<file path="src/rtl/codec_mix_pkg.sv">
package codec_mix_pkg;
  localparam int WORD_W    = 16;
  localparam int NUM_WORDS = 64;
  localparam int SLOT_W    = $clog2(NUM_WORDS);
  localparam int STATUS_W  = 4;
  localparam int REC_W     = 3;
  localparam int VRA_BIT   = 0;
  localparam int VRM_BIT   = 3;
  localparam logic [WORD_W-1:0] RATE_48K = 16'hBB80;

  // word slots (byte index >> 1)
  localparam logic [SLOT_W-1:0] SL_MONO_VOL   = 6'h03; // 0x06
  localparam logic [SLOT_W-1:0] SL_PHONE_VOL  = 6'h06; // 0x0C
  localparam logic [SLOT_W-1:0] SL_MIC_VOL    = 6'h07; // 0x0E
  localparam logic [SLOT_W-1:0] SL_CD_VOL     = 6'h09; // 0x12
  localparam logic [SLOT_W-1:0] SL_AUX_VOL    = 6'h0B; // 0x16
  localparam logic [SLOT_W-1:0] SL_REC_SEL    = 6'h0D; // 0x1A
  localparam logic [SLOT_W-1:0] SL_MIC_GAIN   = 6'h0F; // 0x1E
  localparam logic [SLOT_W-1:0] SL_PDOWN      = 6'h13; // 0x26
  localparam logic [SLOT_W-1:0] SL_EXT_ID     = 6'h14; // 0x28
  localparam logic [SLOT_W-1:0] SL_EXT_CTL    = 6'h15; // 0x2A
  localparam logic [SLOT_W-1:0] SL_RATE_FRONT = 6'h16; // 0x2C
  localparam logic [SLOT_W-1:0] SL_RATE_SURR  = 6'h17; // 0x2E
  localparam logic [SLOT_W-1:0] SL_RATE_LFE   = 6'h18; // 0x30
  localparam logic [SLOT_W-1:0] SL_RATE_LR    = 6'h19; // 0x32
  localparam logic [SLOT_W-1:0] SL_RATE_MIC   = 6'h1A; // 0x34
  localparam logic [SLOT_W-1:0] SL_ID_HI      = 6'h3E; // 0x7C
  localparam logic [SLOT_W-1:0] SL_ID_LO      = 6'h3F; // 0x7E

  typedef enum logic [1:0] {
    SZ_BYTE  = 2'd0,
    SZ_WORD  = 2'd1,
    SZ_DWORD = 2'd2,
    SZ_RSVD  = 2'd3
  } acc_size_e;

  function automatic logic [WORD_W-1:0] reset_word(input logic [SLOT_W-1:0] s);
    case (s)
      SL_MONO_VOL, SL_MIC_GAIN:  return 16'h8000;
      SL_PHONE_VOL, SL_MIC_VOL:  return 16'h8008;
      SL_CD_VOL, SL_AUX_VOL:     return 16'h8808;
      SL_PDOWN:                  return 16'h000F;
      SL_EXT_ID:                 return 16'h0809;
      SL_EXT_CTL:                return 16'h0009;
      SL_RATE_FRONT, SL_RATE_SURR, SL_RATE_LFE,
      SL_RATE_LR, SL_RATE_MIC:   return RATE_48K;
      default:                   return '0;
    endcase
  endfunction
endpackage

</file>
<file path="src/rtl/codec_mix_addr_dec.sv">
module codec_mix_addr_dec
  import codec_mix_pkg::*;
#(
  parameter int ADDR_W = 8
) (
  input  logic [ADDR_W-1:0] idx_i,
  input  logic [1:0]        size_i,
  output logic              legal_o,
  output logic [SLOT_W-1:0] slot_o
);
  localparam int TOP_W = ADDR_W - SLOT_W - 1;

  logic in_range;
  assign in_range = (idx_i[ADDR_W-1 -: TOP_W] == '0);
  assign legal_o  = (size_i == SZ_WORD) && !idx_i[0] && in_range;
  assign slot_o   = idx_i[SLOT_W:1];
endmodule

</file>
<file path="src/rtl/codec_mix_wr_policy.sv">
module codec_mix_wr_policy
  import codec_mix_pkg::*;
(
  input  logic              wr_req_i,
  input  logic [SLOT_W-1:0] slot_i,
  input  logic [WORD_W-1:0] wdata_i,
  input  logic [WORD_W-1:0] cur_word_i,
  input  logic [WORD_W-1:0] ext_ctl_i,
  output logic              wr_en_o,
  output logic [WORD_W-1:0] wr_val_o,
  output logic              force_ar_o,
  output logic              force_mic_o
);
  always_comb begin
    wr_en_o     = wr_req_i;
    wr_val_o    = wdata_i;
    force_ar_o  = 1'b0;
    force_mic_o = 1'b0;
    if (wr_req_i) begin
      case (slot_i)
        SL_ID_HI, SL_ID_LO, SL_EXT_ID: wr_en_o = 1'b0;
        SL_PDOWN:
          wr_val_o = {wdata_i[WORD_W-1:STATUS_W], cur_word_i[STATUS_W-1:0]};
        SL_RATE_FRONT, SL_RATE_LR: wr_en_o = ext_ctl_i[VRA_BIT];
        SL_RATE_MIC:               wr_en_o = ext_ctl_i[VRM_BIT];
        SL_EXT_CTL: begin
          force_ar_o  = !wdata_i[VRA_BIT];
          force_mic_o = !wdata_i[VRM_BIT];
        end
        default: ;
      endcase
    end
  end
endmodule

</file>
<file path="src/rtl/codec_mix_store.sv">
module codec_mix_store
  import codec_mix_pkg::*;
(
  input  logic                              clk,
  input  logic                              rst_n,
  input  logic                              soft_rst_i,
  input  logic                              wr_en_i,
  input  logic [SLOT_W-1:0]                 wr_slot_i,
  input  logic [WORD_W-1:0]                 wr_val_i,
  input  logic                              force_ar_i,
  input  logic                              force_mic_i,
  output logic [NUM_WORDS-1:0][WORD_W-1:0]  words_o
);
  for (genvar g = 0; g < NUM_WORDS; g++) begin : g_word
    localparam logic [SLOT_W-1:0] THIS   = SLOT_W'(g);
    localparam logic [WORD_W-1:0] DFLT   = reset_word(THIS);
    localparam bit                IS_AR  = (THIS == SL_RATE_FRONT) || (THIS == SL_RATE_LR);
    localparam bit                IS_MIC = (THIS == SL_RATE_MIC);

    logic [WORD_W-1:0] q;
    logic              pin;

    assign pin = (IS_AR && force_ar_i) || (IS_MIC && force_mic_i);

    always_ff @(posedge clk or negedge rst_n) begin
      if (!rst_n)                             q <= DFLT;
      else if (soft_rst_i)                    q <= DFLT;
      else if (wr_en_i && wr_slot_i == THIS)  q <= wr_val_i;
      else if (pin)                           q <= RATE_48K;
    end

    assign words_o[g] = q;
  end
endmodule

</file>
<file path="src/rtl/codec_mix_decode.sv">
module codec_mix_decode
  import codec_mix_pkg::*;
#(
  parameter int                  NUM_CH   = 4,
  parameter int                  ATT_W    = 5,
  parameter logic [NUM_CH*8-1:0] CH_INDEX = 32'h0E18_1002
) (
  input  logic [NUM_WORDS-1:0][WORD_W-1:0] words_i,
  output logic [NUM_CH-1:0]                mute_o,
  output logic [NUM_CH*ATT_W-1:0]          left_o,
  output logic [NUM_CH*ATT_W-1:0]          right_o,
  output logic [REC_W-1:0]                 rec_left_o,
  output logic [REC_W-1:0]                 rec_right_o,
  output logic [WORD_W-1:0]                rate_front_o,
  output logic [WORD_W-1:0]                rate_lr_o,
  output logic [WORD_W-1:0]                rate_mic_o
);
  localparam int                LEFT_LSB = 8;
  localparam int                MUTE_BIT = WORD_W - 1;
  localparam logic [ATT_W-1:0]  FULL     = '1;

  for (genvar c = 0; c < NUM_CH; c++) begin : g_ch
    localparam logic [SLOT_W-1:0] S = CH_INDEX[c*8+1 +: SLOT_W];
    logic [WORD_W-1:0] w;
    assign w                       = words_i[S];
    assign mute_o[c]               = w[MUTE_BIT];
    assign left_o[c*ATT_W +: ATT_W]  = FULL - w[LEFT_LSB +: ATT_W];
    assign right_o[c*ATT_W +: ATT_W] = FULL - w[0 +: ATT_W];
  end

  assign rec_right_o  = words_i[SL_REC_SEL][0 +: REC_W];
  assign rec_left_o   = words_i[SL_REC_SEL][LEFT_LSB +: REC_W];
  assign rate_front_o = words_i[SL_RATE_FRONT];
  assign rate_lr_o    = words_i[SL_RATE_LR];
  assign rate_mic_o   = words_i[SL_RATE_MIC];
endmodule

</file>
<file path="src/rtl/codec_mix_regfile.sv">
module codec_mix_regfile
  import codec_mix_pkg::*;
#(
  parameter int                  ADDR_W   = 8,
  parameter int                  NUM_CH   = 4,
  parameter int                  ATT_W    = 5,
  parameter logic [NUM_CH*8-1:0] CH_INDEX = 32'h0E18_1002
) (
  input  logic                      clk,
  input  logic                      rst_n,
  input  logic                      regs_reset,
  input  logic                      req_valid,
  output logic                      req_ready,
  input  logic                      req_write,
  input  logic [1:0]                req_size,
  input  logic [ADDR_W-1:0]         req_index,
  input  logic [WORD_W-1:0]         req_wdata,
  output logic                      rsp_valid,
  input  logic                      rsp_ready,
  output logic [WORD_W-1:0]         rsp_rdata,
  output logic [NUM_CH-1:0]         vol_mute,
  output logic [NUM_CH*ATT_W-1:0]   vol_left,
  output logic [NUM_CH*ATT_W-1:0]   vol_right,
  output logic [REC_W-1:0]          rec_left,
  output logic [REC_W-1:0]          rec_right,
  output logic [WORD_W-1:0]         rate_front,
  output logic [WORD_W-1:0]         rate_lr,
  output logic [WORD_W-1:0]         rate_mic
);
  logic                              legal;
  logic [SLOT_W-1:0]                 slot;
  logic                              take;
  logic                              wr_req;
  logic                              rd_take;
  logic                              wr_en;
  logic [WORD_W-1:0]                 wr_val;
  logic                              force_ar;
  logic                              force_mic;
  logic [NUM_WORDS-1:0][WORD_W-1:0]  words;
  logic [WORD_W-1:0]                 ext_ctl_w;
  logic [WORD_W-1:0]                 pdown_w;
  logic [WORD_W-1:0]                 ext_id_w;
  logic                              rsp_valid_q;
  logic [WORD_W-1:0]                 rsp_rdata_q;

  codec_mix_addr_dec #(.ADDR_W(ADDR_W)) u_dec (
    .idx_i   (req_index),
    .size_i  (req_size),
    .legal_o (legal),
    .slot_o  (slot)
  );

  assign req_ready = !rsp_valid_q || rsp_ready;
  assign take      = req_valid && req_ready;
  assign wr_req    = take && req_write && legal;
  assign rd_take   = take && !req_write;

  assign ext_ctl_w = words[SL_EXT_CTL];
  assign pdown_w   = words[SL_PDOWN];
  assign ext_id_w  = words[SL_EXT_ID];

  codec_mix_wr_policy u_pol (
    .wr_req_i    (wr_req),
    .slot_i      (slot),
    .wdata_i     (req_wdata),
    .cur_word_i  (words[slot]),
    .ext_ctl_i   (ext_ctl_w),
    .wr_en_o     (wr_en),
    .wr_val_o    (wr_val),
    .force_ar_o  (force_ar),
    .force_mic_o (force_mic)
  );

  codec_mix_store u_store (
    .clk         (clk),
    .rst_n       (rst_n),
    .soft_rst_i  (regs_reset),
    .wr_en_i     (wr_en),
    .wr_slot_i   (slot),
    .wr_val_i    (wr_val),
    .force_ar_i  (force_ar),
    .force_mic_i (force_mic),
    .words_o     (words)
  );

  codec_mix_decode #(.NUM_CH(NUM_CH), .ATT_W(ATT_W), .CH_INDEX(CH_INDEX)) u_out (
    .words_i      (words),
    .mute_o       (vol_mute),
    .left_o       (vol_left),
    .right_o      (vol_right),
    .rec_left_o   (rec_left),
    .rec_right_o  (rec_right),
    .rate_front_o (rate_front),
    .rate_lr_o    (rate_lr),
    .rate_mic_o   (rate_mic)
  );

  always_ff @(posedge clk or negedge rst_n) begin
    if (!rst_n) begin
      rsp_valid_q <= 1'b0;
      rsp_rdata_q <= '0;
    end else if (rd_take) begin
      rsp_valid_q <= 1'b1;
      rsp_rdata_q <= legal ? words[slot] : '1;
    end else if (rsp_ready) begin
      rsp_valid_q <= 1'b0;
    end
  end

  assign rsp_valid = rsp_valid_q;
  assign rsp_rdata = rsp_rdata_q;
endmodule

</file>
<file path="config.mk">
export PLATFORM = sky130hd
export DESIGN_NAME = codec_mix_regfile
export DESIGN_NICKNAME = d
export VERILOG_FILES = /design/src/rtl/codec_mix_pkg.sv /design/src/rtl/codec_mix_addr_dec.sv /design/src/rtl/codec_mix_wr_policy.sv /design/src/rtl/codec_mix_store.sv /design/src/rtl/codec_mix_decode.sv /design/src/rtl/codec_mix_regfile.sv
export SDC_FILE = /design/constraint.sdc
export NUM_CORES = 2
export LEC_CHECK = 0
export BUFFER_PORTS_ARGS = -buffer_cell sky130_fd_sc_hd__buf_2
export CORE_MARGIN = 2
export CORE_UTILIZATION = 63
export CTS_CLUSTER_SIZE = 24
export DETAILED_ROUTE_END_ITERATION = 16
export PLACE_DENSITY = 0.8
export SYNTH_ARGS = -nofsm -noshare
export SYNTH_HDL_FRONTEND = slang
export SYNTH_SLANG_ARGS = --single-unit
</file>
<file path="constraint.sdc">
create_clock -name clk -period 2.7 [get_ports clk]
set_input_delay 0.54 -clock clk [delete_from_list [all_inputs] [get_ports clk]]
set_output_delay 0.54 -clock clk [all_outputs]
set_load 0.03 [all_outputs]
</file>
Word level (Yosys, flattened, before mapping)

Index checks and enable logic that the tools add are counted.

Add/subtract/negate cells: 8
Magnitude comparators: 1
Equality and inequality tests: 64
Multiplexer cells: 143
Bitwise operators: 1
Reduce and logical (&&, ||, !) cells: 144

Operators by type and width:

| operator                                                   | count |
|---|---|
| 2-to-1 mux 16 bit                                          | 132 |
| equality test 6 bit, second input constant                 | 32 |
| nonzero test 2 bit                                         | 62 |
| binary-select mux 16 bit (select 6 bit)                    | 1 |
| equality test 6 x 5 -> 1 bit, second input constant        | 16 |
| logical AND 1 bit                                          | 70 |
| equality test 6 x 4 -> 1 bit, second input constant        | 8 |
| subtractor 5 bit, first input constant                     | 8 |
| equality test 6 x 3 -> 1 bit, second input constant        | 4 |
| equality test 6 x 2 -> 1 bit, second input constant        | 2 |
| nonzero test 3 bit                                         | 3 |
| 2-to-1 mux 4 bit                                           | 2 |
| less-than comparator 6 x 7 -> 1 bit, second input constant | 1 |
| 2-to-1 mux 1 bit                                           | 7 |
| equality test 6 x 1 -> 1 bit, second input constant        | 1 |
| logical NOT 6 bit                                          | 1 |
| logical NOT 1 bit                                          | 5 |
| case mux 1 bit (3 select lines)                            | 1 |
| OR reduction 3 bit                                         | 1 |
| equality test 2 x 1 -> 1 bit, second input constant        | 1 |
| OR reduction 2 bit                                         | 1 |
| logical OR 1 bit                                           | 1 |
| inverter 1 bit                                             | 1 |

Register bits after elaboration: 1041
Input bits: 32
Output and inout port bits: 116
Logic and storage cells: 427

Longest topological paths before layout

Depth after elaboration: 9
Depth in mapped cells: 12
Gate-level depth less buffers: 6

Cells and area by module

A second synthesis with hierarchy kept.

Cell total of the unflattened synthesis: 4444
Area, all modules: 55031.5 um^2

Modules (own cells, without submodules):

| module              | times used | cells an instance | area an instance (um^2) | sequential area each (um^2) |
|---|---|---|---|---|
| codec_mix_store     | 1          | 3501              | 44849.3                 | 25694.6 |
| codec_mix_regfile   | 1          | 804               | 9263.9                  | 425.4 |
| codec_mix_decode    | 1          | 98                | 585.6                   | 0.0 |
| codec_mix_wr_policy | 1          | 34                | 272.8                   | 0.0 |
| codec_mix_addr_dec  | 1          | 7                 | 60.1                    | 0.0 |

Least setup slack after synthesis

OpenSTA, ideal clock, no wires.

Kind: input -> register
Start point: input req_index[1]
End point: register rsp_rdata_q[6], in the netlist rsp_rdata[6]
Library setup time: 0.126 ns
Arrival: 2.415 ns
Data required time: 2.574 ns
Setup slack: 0.159 ns
Cell stages on the path: 8
Path buffers: 4
Cells stage by stage: buf_6 -> buf_6 -> buf_4 -> buf_2 -> mux4_2 -> a22oi_1 -> o211ai_1 -> o32a_1

Word-level cells in the longest chain between the ends: 3

Ends and longest elaborated chain:

| element                                 | line                     | RTL |
|---|---|---|
| start: declaration                      | codec_mix_regfile.sv:16  | `input logic [ADDR_W-1:0] req_index,` |
| binary-select mux 16 bit (select 6 bit) | codec_mix_regfile.sv:104 | `rsp_rdata_q <= legal ? words[slot] : '1;` |
| 2-to-1 mux 16 bit (implied by the code) | codec_mix_regfile.sv:104 |  |
| 2-to-1 mux 16 bit                       | codec_mix_regfile.sv:104 |  |
| end signal: assignment                  | codec_mix_regfile.sv:104 |  |
| end: declaration                        | codec_mix_regfile.sv:44  | `logic [WORD_W-1:0] rsp_rdata_q;` |

No other way between the ends. The select of a mux whose other input is x is not followed.
A chain may end at the register's enable or synchronous reset.

Worst setup path in the final report

Start point: register rsp_valid_q, in the netlist rsp_valid
End point: register rsp_rdata_q[7], in the netlist rsp_rdata[7]

Word-level cells in the longest chain between the ends: 4

Ends and longest elaborated chain:

| element                  | line                     | RTL |
|---|---|---|
| start: declaration       | codec_mix_regfile.sv:43  | `logic rsp_valid_q;` |
| start signal: assignment | codec_mix_regfile.sv:100 | `rsp_valid_q <= 1'b0;` |
| start signal: assignment | codec_mix_regfile.sv:103 | `rsp_valid_q <= 1'b1;` |
| start signal: assignment | codec_mix_regfile.sv:106 | `rsp_valid_q <= 1'b0;` |
| logical NOT 1 bit        | codec_mix_regfile.sv:53  | `assign req_ready = !rsp_valid_q \|\| rsp_ready;` |
| logical OR 1 bit         | codec_mix_regfile.sv:53  |  |
| logical AND 1 bit        | codec_mix_regfile.sv:54  | `assign take = req_valid && req_ready;` |
| logical AND 1 bit        | codec_mix_regfile.sv:56  | `assign rd_take = take && !req_write;` |

No other way between the ends.

==> impl_summary.log <==
INFO  metric min_path_type = in2reg
INFO  metric clock_skew = 25.9 ps
INFO  metric timing.critical_path.fanout_max = 9
INFO  metric num_io_pins = 148
INFO  metric overflow = 0
INFO  metric drt_iter0_drc = 7073
INFO  metric synth.cells.most_frequent = nand2_1, dfrtp_1, a21oi_1
INFO  metric timing.final.ws_setup = 137 ps
INFO  metric holdBufCountCts = 1
INFO  metric placementRows = 104
INFO  metric totalWireLength = 185000 um
INFO  metric drtPass1Iterations = 9
INFO  metric cts_root_buf = clkbuf_16
INFO  metric synth_nets = 5382
INFO  metric hold_slack = 206 ps
INFO  metric grt_use_total = 44.4%
INFO  metric syn2layout_area_growth = 16.2%
INFO  metric fraction_of_synthesized_cell_area_taken_by_the_top_area_cell_type = 48.0%
INFO  metric synth-seq-cells = 1041
INFO  metric yosysTopAreaCell = dfrtp_1
INFO  metric cts_inserted_buffers = 106
INFO  metric placed_cells_incl_taps = 6459
INFO  metric die_h = 289 um
INFO  metric synth_area = 51300 um2
INFO  metric clock_latency = 700 ps
INFO  metric place.gp.congestion = 0.988
INFO  metric p_total = 33800 uW
INFO  metric portBuffers = 147
INFO  metric cts_tree = yes
INFO  metric routed_via_density = 6.91
INFO  metric synth_cell_types = 66
INFO  metric stdcell_area = 59600 um2
INFO  metric dpl_wire_length = 121000 um
INFO  metric timing.critical_path.buf_inv = 3
INFO  metric initial_core_util = 63.7%
INFO  metric critical_path.most_common_cell = buf_4
INFO  metric fin_crit_sh = 94.9%
INFO  metric max-cap-violations = 0
INFO  metric synth.avg_cell_area = 9.59 um2
INFO  metric worstSetupPathType = reg2reg
INFO  metric antenna_found_initial = 16
INFO  metric hold_viol = 0
INFO  metric dp_slack = -431 ps
INFO  metric worst_setup_hold_path_clk_slew = 60 ps
INFO  metric grt_start_max_net_pins = 179
INFO  metric final_cell_count_no_fill = 6667
INFO  metric antenna_violating_nets_post_route = 0
INFO  metric htree_levels = 3
INFO  metric final_max_slew_viol_count = 0
INFO  metric worst_path_dominant_cell_family = compound AO/OA/AOI/OAI gates
INFO  metric postCtsSetupBuffers = 0
INFO  metric setup_viol = 0
INFO  metric cts_num_sinks = 1041
INFO  metric clock_tree.buffer_depth = 3
INFO  metric grt_pass1_wl = 277000 um
INFO  metric end_kind = flop
INFO  metric die-width = 289 um
INFO  metric floorplan.core_area = 80500 um2
INFO  metric cp-start-kind = flop
INFO  metric run_status = completed
INFO  metric wl_per_cell = 27.8 um
INFO  metric synth_edf_count = 0
INFO  metric timing.critical_path.required = 3290 ps
INFO  metric timing.slew.headroom = 7.73%
INFO  metric drive_above_1_share = 20.3%
INFO  metric min_period = 2560 ps
INFO  metric grt_pass1_vias = 45100
INFO  metric synth_cells = 5350
INFO  metric yosysWarnings = 0
INFO  metric nets = 5540
INFO  metric drc_errors = 0
INFO  metric achievable-frequency = 390 MHz
INFO  metric worst-endpoint-arrival = 3150 ps
INFO  metric rsz0062_at_grt = no
INFO  metric fraction_of_synthesis_flops_using_an_asynchronous_set_or_reset_pin = 100%
INFO  metric power_density = 567 nW/um2
INFO  metric critical_path.slowest_cell = o32a_1
INFO  metric synth.most_common_cell = nand2_1
INFO  metric cts-resized-gates = 0
INFO  metric die-area = 83700 um2
INFO  metric worst-slew-pin-transition = 1380 ps
INFO  metric power.leakage = 0.0250 uW
INFO  metric seq_area_frac_synth = 50.9%
INFO  metric synth.area.top_cells = dfrtp_1, nand2_1, mux4_2, a21oi_1, mux2i_1
INFO  metric worst_path_largest_cell_delay = 450 ps
INFO  metric placedInstanceArea = 55900 um2
INFO  metric max-vdd-ir-drop = 0.639 mV
INFO  metric path_cells = and2b_1 -> buf_4 -> clkinv_1 -> nand4_1 -> buf_4 -> a31oi_1 -> o21ai_0 -> o32a_1
INFO  metric synth_top_flop_cell = dfrtp_1
INFO  metric route.vias.total = 46100
-- cell usage in the layout, fill, tap and decap left out, types with 28 or more instances in the layout --
cell type	n
nor2_1	167
mux2i_1	255
buf_12	128
nor3_2	32
dfstp_2	56
mux4_2	177
dfrtp_1	985
clkbuf_16	107
clkinv_2	32
a21oi_1	791
nand3_1	93
buf_4	338
inv_1	48
nand2_1	1675
buf_2	142
nand4_1	28
nor2b_1	59
a211oi_1	128
a22oi_1	68
-- kinds of logic after synthesis --
| kind of cell | synth area share, % |
|---|---|
| compound gates | 12.4 |
| buf+inv | 5.88 |
| flops | 50.9 |
| mux | 13.0 |
| simple gates | 17.8 |
-- routing by layer --
layer  wire length (um)  up-vias  global-route usage (%)
met5                 83        -                       0
met4              13400       14                    26.7
met3              29000      937                    16.3
met2              80400     4000                    65.1
met1              62600    22600                    56.8
li1                   -    18500                       -
-- power by group --
group	leakage [uW]	internal, uW	switching (uW)
clock network	0.00185	8900	6590
logic	0.00891	763	1910
registers	0.0143	15600	38.9
total	0.0250	25300	8540
-- worst register-to-register path, cell delays in order (launching register included) --
cell and delay (ps):
dfrtp_1 390, and2b_1 230, buf_4 180, clkinv_1 110, nand4_1 130, buf_4 260, a31oi_1 310, o21ai_0 420
o32a_1 450
-- final timing paths --
kind | from | endpoint | slack [ps] | depth (start not counted)
max | rsp_valid | rsp_rdata[7] | 140 | 8
min | req_wdata[1] | u_store.g_word[6].q[1] | 210 | 3
max reg2reg | rsp_valid | rsp_rdata[7] | 140 | 8
min reg2reg | u_store.g_word[15].q[15] | u_store.g_word[15].q[15] | 490 | 2
max in group asynchronous | rst_n | u_store.g_word[60].q[5] | 1170 | 4
min in group asynchronous | rst_n | u_store.g_word[32].q[8] | 370 | 2
-- metrics by stage --
step                      util (%)  setup TNS (ps)
after floorplan                  -               0
after global placement        69.4           -6260
after detailed placement      69.4          -13090
after CTS                     74.0               0
after global routing          74.0               0
final                         74.0               0
-- cell type report --
class	count	area, um2
multi-input combinational	3693	22400
sequential	1041	26100
clock buffer	147	3090
tap	1060	1330
timing repair buffer	614	5890
inverter	52	195
antenna	8	20.0
fill	5237	20900
clock inverter	52	593
-- sequential cells by signal, indices dropped and copies added, names as in the netlist --
signal / cells
u_store.g_word.q: 1024
rsp_rdata: 16
rsp_valid: 1
Power figures use the tool's default switching activity.
